## src/rtl/pio_pkg.sv

```systemverilog
package pio_pkg;
  localparam int unsigned PORT_W = 8;
  localparam int unsigned ADDR_W = 2;
  localparam int unsigned NPORT  = 3;
  localparam int unsigned IDX_W  = $clog2(PORT_W);
  localparam logic [ADDR_W-1:0] CTRL_ADDR = 2'd3;

  typedef struct packed {
    logic       c_lo_out;
    logic       b_out;
    logic       c_hi_out;
    logic       a_out;
    logic       b_mode;
    logic [1:0] a_mode;
  } pio_cfg_t;

  localparam pio_cfg_t CFG_RST = '0;
endpackage

```

## src/rtl/pio_bus_if.sv

```systemverilog
module pio_bus_if
  import pio_pkg::*;
(
  input  logic              clk_i,
  input  logic              rst_ni,
  input  logic              cs_ni,
  input  logic              wr_ni,
  input  logic [ADDR_W-1:0] addr_i,
  input  logic [PORT_W-1:0] data_i,
  output logic              commit_o,
  output logic [ADDR_W-1:0] addr_o,
  output logic [PORT_W-1:0] data_o
);
  logic wr_act, wr_q;

  assign wr_act   = ~cs_ni & ~wr_ni;
  assign commit_o = wr_q & ~wr_act;  // trailing edge of strobe

  always_ff @(posedge clk_i or negedge rst_ni) begin
    if (!rst_ni) begin
      wr_q   <= 1'b0;
      addr_o <= '0;
      data_o <= '0;
    end else begin
      wr_q <= wr_act;
      if (wr_act) begin
        addr_o <= addr_i;
        data_o <= data_i;
      end
    end
  end
endmodule

```

## src/rtl/pio_cfg.sv

```systemverilog
module pio_cfg
  import pio_pkg::*;
(
  input  logic              clk_i,
  input  logic              rst_ni,
  input  logic              commit_i,
  input  logic [ADDR_W-1:0] addr_i,
  input  logic [PORT_W-1:0] data_i,
  output pio_cfg_t          cfg_o,
  output logic              bsr_o,
  output logic [IDX_W-1:0]  bsr_idx_o,
  output logic              bsr_val_o
);
  logic ctrl_wr;

  assign ctrl_wr   = commit_i && (addr_i == CTRL_ADDR);
  assign bsr_o     = ctrl_wr & ~data_i[PORT_W-1];
  assign bsr_idx_o = data_i[IDX_W:1];
  assign bsr_val_o = data_i[0];

  always_ff @(posedge clk_i or negedge rst_ni) begin
    if (!rst_ni) begin
      cfg_o <= CFG_RST;
    end else if (ctrl_wr && data_i[PORT_W-1]) begin
      cfg_o          <= pio_cfg_t'(data_i[6:0]);
      cfg_o.a_mode   <= (data_i[1:0] == 2'd3) ? 2'd2 : data_i[1:0];
    end
  end
endmodule

```

## src/rtl/pio_latch.sv

```systemverilog
module pio_latch
  import pio_pkg::*;
(
  input  logic              clk_i,
  input  logic              rst_ni,
  input  logic              wr_i,
  input  logic [PORT_W-1:0] wr_data_i,
  input  logic              bsr_i,
  input  logic [IDX_W-1:0]  bsr_idx_i,
  input  logic              bsr_val_i,
  output logic [PORT_W-1:0] q_o
);
  always_ff @(posedge clk_i or negedge rst_ni) begin
    if (!rst_ni)    q_o <= '0;
    else if (wr_i)  q_o <= wr_data_i;
    else if (bsr_i) q_o[bsr_idx_i] <= bsr_val_i;
  end
endmodule

```

## src/rtl/pio_ctrl.sv

```systemverilog
module pio_ctrl
  import pio_pkg::*;
(
  input  logic              clk_i,
  input  logic              rst_ni,
  input  logic              cs_ni,
  input  logic              rd_ni,
  input  logic              wr_ni,
  input  logic [ADDR_W-1:0] addr_i,
  input  logic [PORT_W-1:0] data_i,
  output logic [PORT_W-1:0] data_o,
  output logic              data_oe_o,
  input  logic [PORT_W-1:0] pa_i,
  output logic [PORT_W-1:0] pa_o,
  output logic [PORT_W-1:0] pa_oe_o,
  input  logic [PORT_W-1:0] pb_i,
  output logic [PORT_W-1:0] pb_o,
  output logic [PORT_W-1:0] pb_oe_o,
  input  logic [PORT_W-1:0] pc_i,
  output logic [PORT_W-1:0] pc_o,
  output logic [PORT_W-1:0] pc_oe_o
);
  localparam int unsigned HALF = PORT_W / 2;

  logic              wr_commit;
  logic [ADDR_W-1:0] wr_addr;
  logic [PORT_W-1:0] wr_data;
  pio_cfg_t          cfg;
  logic              bsr;
  logic [IDX_W-1:0]  bsr_idx;
  logic              bsr_val;

  logic [PORT_W-1:0] pin_in [NPORT];
  logic [PORT_W-1:0] lat_q  [NPORT];
  logic [PORT_W-1:0] oe_m   [NPORT];
  logic [PORT_W-1:0] rd_val [NPORT];

  pio_bus_if i_bus (
    .clk_i, .rst_ni, .cs_ni, .wr_ni, .addr_i, .data_i,
    .commit_o(wr_commit), .addr_o(wr_addr), .data_o(wr_data)
  );

  pio_cfg i_cfg (
    .clk_i, .rst_ni,
    .commit_i(wr_commit), .addr_i(wr_addr), .data_i(wr_data),
    .cfg_o(cfg), .bsr_o(bsr), .bsr_idx_o(bsr_idx), .bsr_val_o(bsr_val)
  );

  assign pin_in[0] = pa_i;
  assign pin_in[1] = pb_i;
  assign pin_in[2] = pc_i;
  assign oe_m[0]   = {PORT_W{cfg.a_out}};
  assign oe_m[1]   = {PORT_W{cfg.b_out}};
  assign oe_m[2]   = {{HALF{cfg.c_hi_out}}, {HALF{cfg.c_lo_out}}};

  for (genvar g = 0; g < NPORT; g++) begin : g_port
    localparam logic [ADDR_W-1:0] PADDR = ADDR_W'(g);
    localparam bit HAS_BSR = (g == NPORT - 1);
    pio_latch i_lat (
      .clk_i, .rst_ni,
      .wr_i(wr_commit && (wr_addr == PADDR)),
      .wr_data_i(wr_data),
      .bsr_i(bsr & HAS_BSR),
      .bsr_idx_i(bsr_idx),
      .bsr_val_i(bsr_val),
      .q_o(lat_q[g])
    );
    assign rd_val[g] = (lat_q[g] & oe_m[g]) | (pin_in[g] & ~oe_m[g]);
  end

  assign pa_o    = lat_q[0];
  assign pb_o    = lat_q[1];
  assign pc_o    = lat_q[2];
  assign pa_oe_o = oe_m[0];
  assign pb_oe_o = oe_m[1];
  assign pc_oe_o = oe_m[2];

  assign data_oe_o = ~cs_ni & ~rd_ni;
  always_comb begin
    if (addr_i == CTRL_ADDR) data_o = {1'b1, cfg};
    else                     data_o = rd_val[addr_i];
  end
endmodule

```

## config.mk

```make
export PLATFORM = sky130hd
export DESIGN_NAME = pio_ctrl
export DESIGN_NICKNAME = d
export VERILOG_FILES = /design/src/rtl/pio_pkg.sv /design/src/rtl/pio_bus_if.sv /design/src/rtl/pio_cfg.sv /design/src/rtl/pio_latch.sv /design/src/rtl/pio_ctrl.sv
export SDC_FILE = /design/constraint.sdc
export NUM_CORES = 1
export LEC_CHECK = 0
export BUFFER_PORTS_ARGS = -buffer_cell sky130_fd_sc_hd__buf_2
export CAP_MARGIN = 20
export CORE_MARGIN = 2
export CORE_UTILIZATION = 51
export DETAILED_ROUTE_END_ITERATION = 7
export GPL_TIMING_DRIVEN = 1
export PLACE_DENSITY_LB_ADDON = 0.3
export SYNTH_ARGS = -nofsm -noshare
export SYNTH_HDL_FRONTEND = slang
export SYNTH_HIERARCHICAL = 1
export SYNTH_SLANG_ARGS = --single-unit
```

## constraint.sdc

```tcl
create_clock -name clk_i -period 2 [get_ports clk_i]
set_input_delay 0.3 -clock clk_i [delete_from_list [all_inputs] [get_ports clk_i]]
set_output_delay 0.3 -clock clk_i [all_outputs]
set_load 0.005 [all_outputs]
```

# ---- Word level (Yosys, flattened, before mapping)
# Cells that the tools add are included.
dict set report totals {
  ff_bits 42
  input_bits 39
}
dict set report classes {
  order_cmp 3
  n_eq_ne 5
  mux 10
  n_bitwise 22
  n_reduce_logical 8
}
# operator count
set ops {}
lappend ops {{AND 8 bit} 6}
lappend ops {{2-to-1 mux 8 bit} 5}
lappend ops {{inverter 8 bit} 3}
lappend ops {{bitwise OR 8 bit} 3}
lappend ops {{binary-select mux 8 bit (select 2 bit)} 1}
lappend ops {{bitwise mux 8 bit} 1}
lappend ops {{== test 2 bit (second input constant)} 4}
lappend ops {{logical AND 1 bit} 6}
lappend ops {{inverter 1 bit} 5}
lappend ops {{AND 1 bit} 4}
lappend ops {{less-than comparator 3 x 4 -> 1 bit (second input constant)} 1}
lappend ops {{demux 1 bit (select 3 bit)} 1}
lappend ops {{>= comparator 3 x 1 -> 1 bit (second input constant)} 1}
lappend ops {{>= comparator 3 bit (second input constant)} 1}
lappend ops {{inverter 2 -> 3 bit} 1}
lappend ops {{== test 2 x 1 -> 1 bit (second input constant)} 1}
lappend ops {{zero test 2 bit} 1}
lappend ops {{2-to-1 mux 2 bit} 1}
lappend ops {{nonzero test 2 bit} 1}
lappend ops {{2-to-1 mux 1 bit} 1}

# ---- Logic depth before layout (Yosys ltp)
dict set report logic_depth {
  ltp_word 8
  mapped_depth 8
  ltp_nobuf 7
}

# ---- By module
# Netlist, hierarchy kept.
# module instances cells_each area_each_um2 seq_area_each_um2
set by_module_without_submodules {}
lappend by_module_without_submodules {pio_latch 3 42 444.2 200.2}
lappend by_module_without_submodules {pio_ctrl 1 82 749.5 0.0}
lappend by_module_without_submodules {pio_bus_if 1 24 455.4 275.3}
lappend by_module_without_submodules {pio_cfg 1 22 320.3 175.2}

# ---- Worst setup path after synthesis
# Ideal clock, no wire load.
dict set report synth_path {
  kind {input -> register}
  startpoint {in wr_ni}
  endpoint {reg g_port[2].i_lat.q_o[0]}
  setup_ps 132
  arrival_ps 1640
  required_ps 1868
  slack_ps 228
  stages 8
  path_buffers 1
  path_cell_list {nor2_4 -> buf_12 -> nor2b_1 -> nand3_1 -> nor2_1 -> nor4b_2 -> mux2i_1 -> o21ai_1}
}
dict set report synth_via {
  elab_chain_len 7
  word_cells_on_any_way 9
  classes_between {mux (1); bitwise (5); reduce/logical (3)}
}
# element line_no
set synth_rtl {}
lappend synth_rtl {{from (decl)} pio_ctrl.sv:8} ;# input logic wr_ni,
lappend synth_rtl {{inverter 1 bit} pio_bus_if.sv:16} ;# assign wr_act = ~cs_ni & ~wr_ni;
lappend synth_rtl {{AND 1 bit} pio_bus_if.sv:16}
lappend synth_rtl {{via i_bus.wr_act} pio_bus_if.sv:14} ;# logic wr_act, wr_q;
lappend synth_rtl {{inverter 1 bit} pio_bus_if.sv:17} ;# assign commit_o = wr_q & ~wr_act;
lappend synth_rtl {{AND 1 bit} pio_bus_if.sv:17}
lappend synth_rtl {{via wr_commit} pio_ctrl.sv:25} ;# logic wr_commit;
lappend synth_rtl {{logical AND 1 bit} pio_cfg.sv:16} ;# assign ctrl_wr = commit_i && (addr_i == CTRL_ADDR);
lappend synth_rtl {{AND 1 bit} pio_cfg.sv:17} ;# assign bsr_o = ctrl_wr & ~data_i[PORT_W-1];
lappend synth_rtl {{via bsr} pio_ctrl.sv:29} ;# logic bsr;
lappend synth_rtl {{nonzero test 2 bit (no source line)} --}
lappend synth_rtl {{to (signal assigned)} pio_latch.sv:15} ;# else if (wr_i) q_o <= wr_data_i;
lappend synth_rtl {{to (signal, indexed assignment)} pio_latch.sv:16} ;# else if (bsr_i) q_o[bsr_idx_i] <= bsr_val_i;
lappend synth_rtl {{to (decl)} pio_latch.sv:11} ;# output logic [PORT_W-1:0] q_o
# The timed path passes the listed nets, and every way through them passes these cells.
# A chain may end at the register's enable or synchronous reset.

# ---- Worst setup path after layout
dict set report layout_path {
  startpoint {reg i_cfg/cfg_o[5] (netlist bit)}
  endpoint {out data_o[6]}
}
dict set report layout_via {
  elab_chain_len 7
  word_cells_on_any_way 8
  classes_between {mux (4); bitwise (4)}
}
# element line_no
set layout_rtl {}
lappend layout_rtl {{from (decl)} pio_cfg.sv:9} ;# output pio_cfg_t cfg_o,
lappend layout_rtl {{from (signal assigned)} pio_cfg.sv:25} ;# cfg_o <= pio_cfg_t'(data_i[6:0]);
lappend layout_rtl {{inverter 8 bit} pio_ctrl.sv:68} ;# assign rd_val[g] = (lat_q[g] & oe_m[g]) | (pin_in[g] & ~oe_m[g]);
lappend layout_rtl {{AND 8 bit} pio_ctrl.sv:68}
lappend layout_rtl {{bitwise OR 8 bit (*)} pio_ctrl.sv:68}
lappend layout_rtl {{binary-select mux 8 bit (select 2 bit) (*)} pio_ctrl.sv:81} ;# else data_o = rd_val[addr_i];
lappend layout_rtl {{2-to-1 mux 8 bit (not written as such) (*) (2 in a row)} pio_ctrl.sv:81}
lappend layout_rtl {{2-to-1 mux 8 bit (*)} pio_ctrl.sv:80} ;# if (addr_i == CTRL_ADDR) data_o = {1'b1, cfg};
lappend layout_rtl {{to (decl)} pio_ctrl.sv:11} ;# output logic [PORT_W-1:0] data_o,
# Every way passes the cells marked *; elsewhere a longest branch is shown, timed or not. The select of a mux whose other input is x is not followed.

==> metrics.csv <==
metric,value,unit
R2R depth,7,
maxcap violations,0,
total die area,0.00622,mm^2
largest net degree at the start of global routing,43,
clk_lat worst skew,0.29,ns
final setup fails,0,
mux share of post-synthesis cell area,0.252,
flop-to-flop setup slack,0.23,ns
WL/cell,16.5,um
RSZ-0062 raised after global routing,no,
fillers,479,
GPL Wtd Cong,0.769,
Yosys reg bits,42,
post-synthesis compound-gate area fraction,0.109,
Site Rows,27,
die extent in x,78.9,um
core area,0.00547,mm^2
Final Hold Fails,0,
Sink Count,42,
"commonest non-fill, non-tap cells in the layout","95 x buf_2, 39 x mux2i_1, 39 x dfrtp_1",
mapped cell area,0.00286,mm^2
CTS tree,built,
crit share post-route,0.943,
H-tree depth,2,
Synthesis Warnings,6,
global route overflow,0,
first-pass GRT wire length,11.3,mm
hold buffer count at cts,0,
"commonest non-fill, non-tap cell in the layout",buf_2,
Critical Path Source Type,flip-flop,
status,finished clean,
static leakage,1.64,nW
crit path from,i_cfg/cfg_o[5]$_DFFE_PN0P_,
largest family of logic cells by synthesized area,multiplexers,
"Clk pin slew, worst setup/hold paths",0.08,ns
f_max,0.530,GHz
Initial Util,0.522,
vias per std cell,5.32,
launch point of the worst reg-to-reg path,i_bus/wr_q$_DFF_PN0_,
Mean Syn Cell Area,11.3,um^2
worst r2r dst,g_port[2].i_lat/q_o[0]$_DFFE_PN0P_,
Die Y,78.9,um
count of pins over their slew limit,0,
Iter 0 DRT Violations,151,
Max transition margin,0.579,
Adder-Cell Fraction of Synth Area,0,
library cells used by synthesis,35,
Hold Crit Class,input port to asynchronous set/reset pin,
TritonCTS Buffers,5,
DR DRC count,0,
post-detail-place hpwl,5.11,mm
XOR/XNOR Fraction of Synth Area,0,
area grow syn2layout,18.4,%
gr usage total,0.235,
CP Data Required Time,1.70,ns
initial antenna violation count,0,
WHS,0.0720,ns
Layout Nets,386,
Post-Route WL,6.91,mm
I/O Buffers,95,
sequential share of the synthesized area,0.368,
antenna-violating nets left,0,
Peak VDD IR,0.000558,V
Clock Path Buffers,2,
IO Count,96,
kind of critical path,flip-flop to output pin,
# diodes,0,
PD cells,1110,mW/mm^2
DR vias,2230,
CP Capture Type,output pin,
setup TNS,0,ns
Worst Setup EP,data_o[6],
CP max FO,10,
post-synthesis cell count,254,
DR pass1 iterations,4,
clk_skew,0.00896,ns
CP arrival,1.59,ns
simple-gate portion of the synthesized area,0.173,
vias in the first global route,2156,
Least-Margin Pin Slew,0.631,ns
Tmin final,1.89,ns
Root Driver,clkbuf_8,
layout cells sized above 1,0.458,
repair_timing:
action / CTS / global route
pin swaps: 0 / 0
gates resized for setup: 2 / 1
setup buffers: 0 / 0
setup endpoints to repair: 4 / 2
cells in the mapped netlist, drive strengths merged:
master / count / area share
dfrtp: 42 / 0.37
clkbuf: 8 / 0.014
buf: 29 / 0.082
nand4b: 9 / 0.028
mux2i: 39 / 0.14
nor3b: 2 / 0.0053
and4bb: 9 / 0.039
nand3: 1 / 0.0017
o21ai: 26 / 0.046
nor2: 3 / 0.0066
conb: 1 / 0.0013
and3b: 2 / 0.0061
nand4: 4 / 0.014
nand2b: 8 / 0.018
nand2: 25 / 0.033
or2: 1 / 0.0022
nor2b: 2 / 0.0044
nor4b: 3 / 0.016
o221ai: 7 / 0.032
o21a: 1 / 0.0026
mux2: 25 / 0.12
o211ai: 7 / 0.029
sequential cells by signal (all words and copies together), names as in the netlist:
register / cells
i_cfg/cfg_o: 7
g_port.i_lat/q_o: 24
i_bus/wr_q: 1
i_bus/data_o: 8
i_bus/addr_o: 2
worst max-delay path, cell delays in order, from the launching register on:
cell and delay (ns):
dfrtp_2 0.54, mux2_4 0.35, o211ai_2 0.16, o221ai_2 0.11, buf_2 0.14
report_power, final:
part           leakage [nW]  internal, mW  total (mW)  switching [mW]
clock                0.0383         0.241       0.517           0.277
sequential            0.513          1.17        1.62           0.449
combinational          1.09         0.916        1.61           0.694
total                  1.64          2.33        3.75            1.42
how the worst min path moves through the flow:
stage | to | slack (ns) | start
6_report | g_port[0].i_lat/q_o[2]$_DFFE_PN0P_ | 0.07 | rst_ni
5_1_grt | g_port[0].i_lat/q_o[2]$_DFFE_PN0P_ | 0.11 | rst_ni
4_1_cts | i_cfg/cfg_o[1]$_DFFE_PN0P_ | 0.09 | rst_ni
3_5_place_dp | i_cfg/cfg_o[1]$_DFFE_PN0P_ | 0.41 | rst_ni
3_3_place_gp | g_port[0].i_lat/q_o[2]$_DFFE_PN0P_ | 0.41 | rst_ni
2_1_floorplan | g_port[0].i_lat/q_o[0]$_DFFE_PN0P_ | 0.004 | rst_ni
layer usage:
layer	wire length [um]	GRT usage	up-vias	share of wire
met5	0	0	-	0
met2	3310	0.385	67	0.48
li1	-	-	1086	-
met3	300	0.0295	6	0.043
met4	73	0.0603	0	0.011
met1	3220	0.332	1071	0.47
logic make-up (layout without fill, tap and decap cells):
group,Yosys count,after routing
and+or+nand+nor,69,69
muxes,64,64
DFF,42,42
other,1,16
buffers and inverters,37,115
AOI/OAI and AO/OA,41,41
area by class of cell:
| cell class | instances | area [um^2] | share of cell area |
|---|---|---|---|
| multi-input cells | 190 | 1590 | 0.470 |
| well taps | 72 | 90.1 | 0.0266 |
| flip-flops and latches | 42 | 1050 | 0.312 |
| clock buffers | 7 | 76.3 | 0.0226 |
| repair buffers | 108 | 573 | 0.169 |
stage by stage:
| stage | util | worst slack, ns | instance area (um^2) | cells | total power [mW] |
|---|---|---|---|---|---|
| global route | 0.618 | 0.0405 | 3380 | 419 | 4.02 |
| global placement | 0.604 | 0.197 | 3300 | 412 | 3.20 |
| finish | 0.618 | 0.114 | 3380 | 419 | 3.75 |
| detailed placement | 0.604 | 0.114 | 3300 | 412 | 3.26 |
| floorplan | - | 0.228 | 2910 | 269 | 2.71 |
| CTS | 0.618 | 0.0420 | 3380 | 419 | 3.78 |
Note: power is estimated with default switching activity, not from simulation.
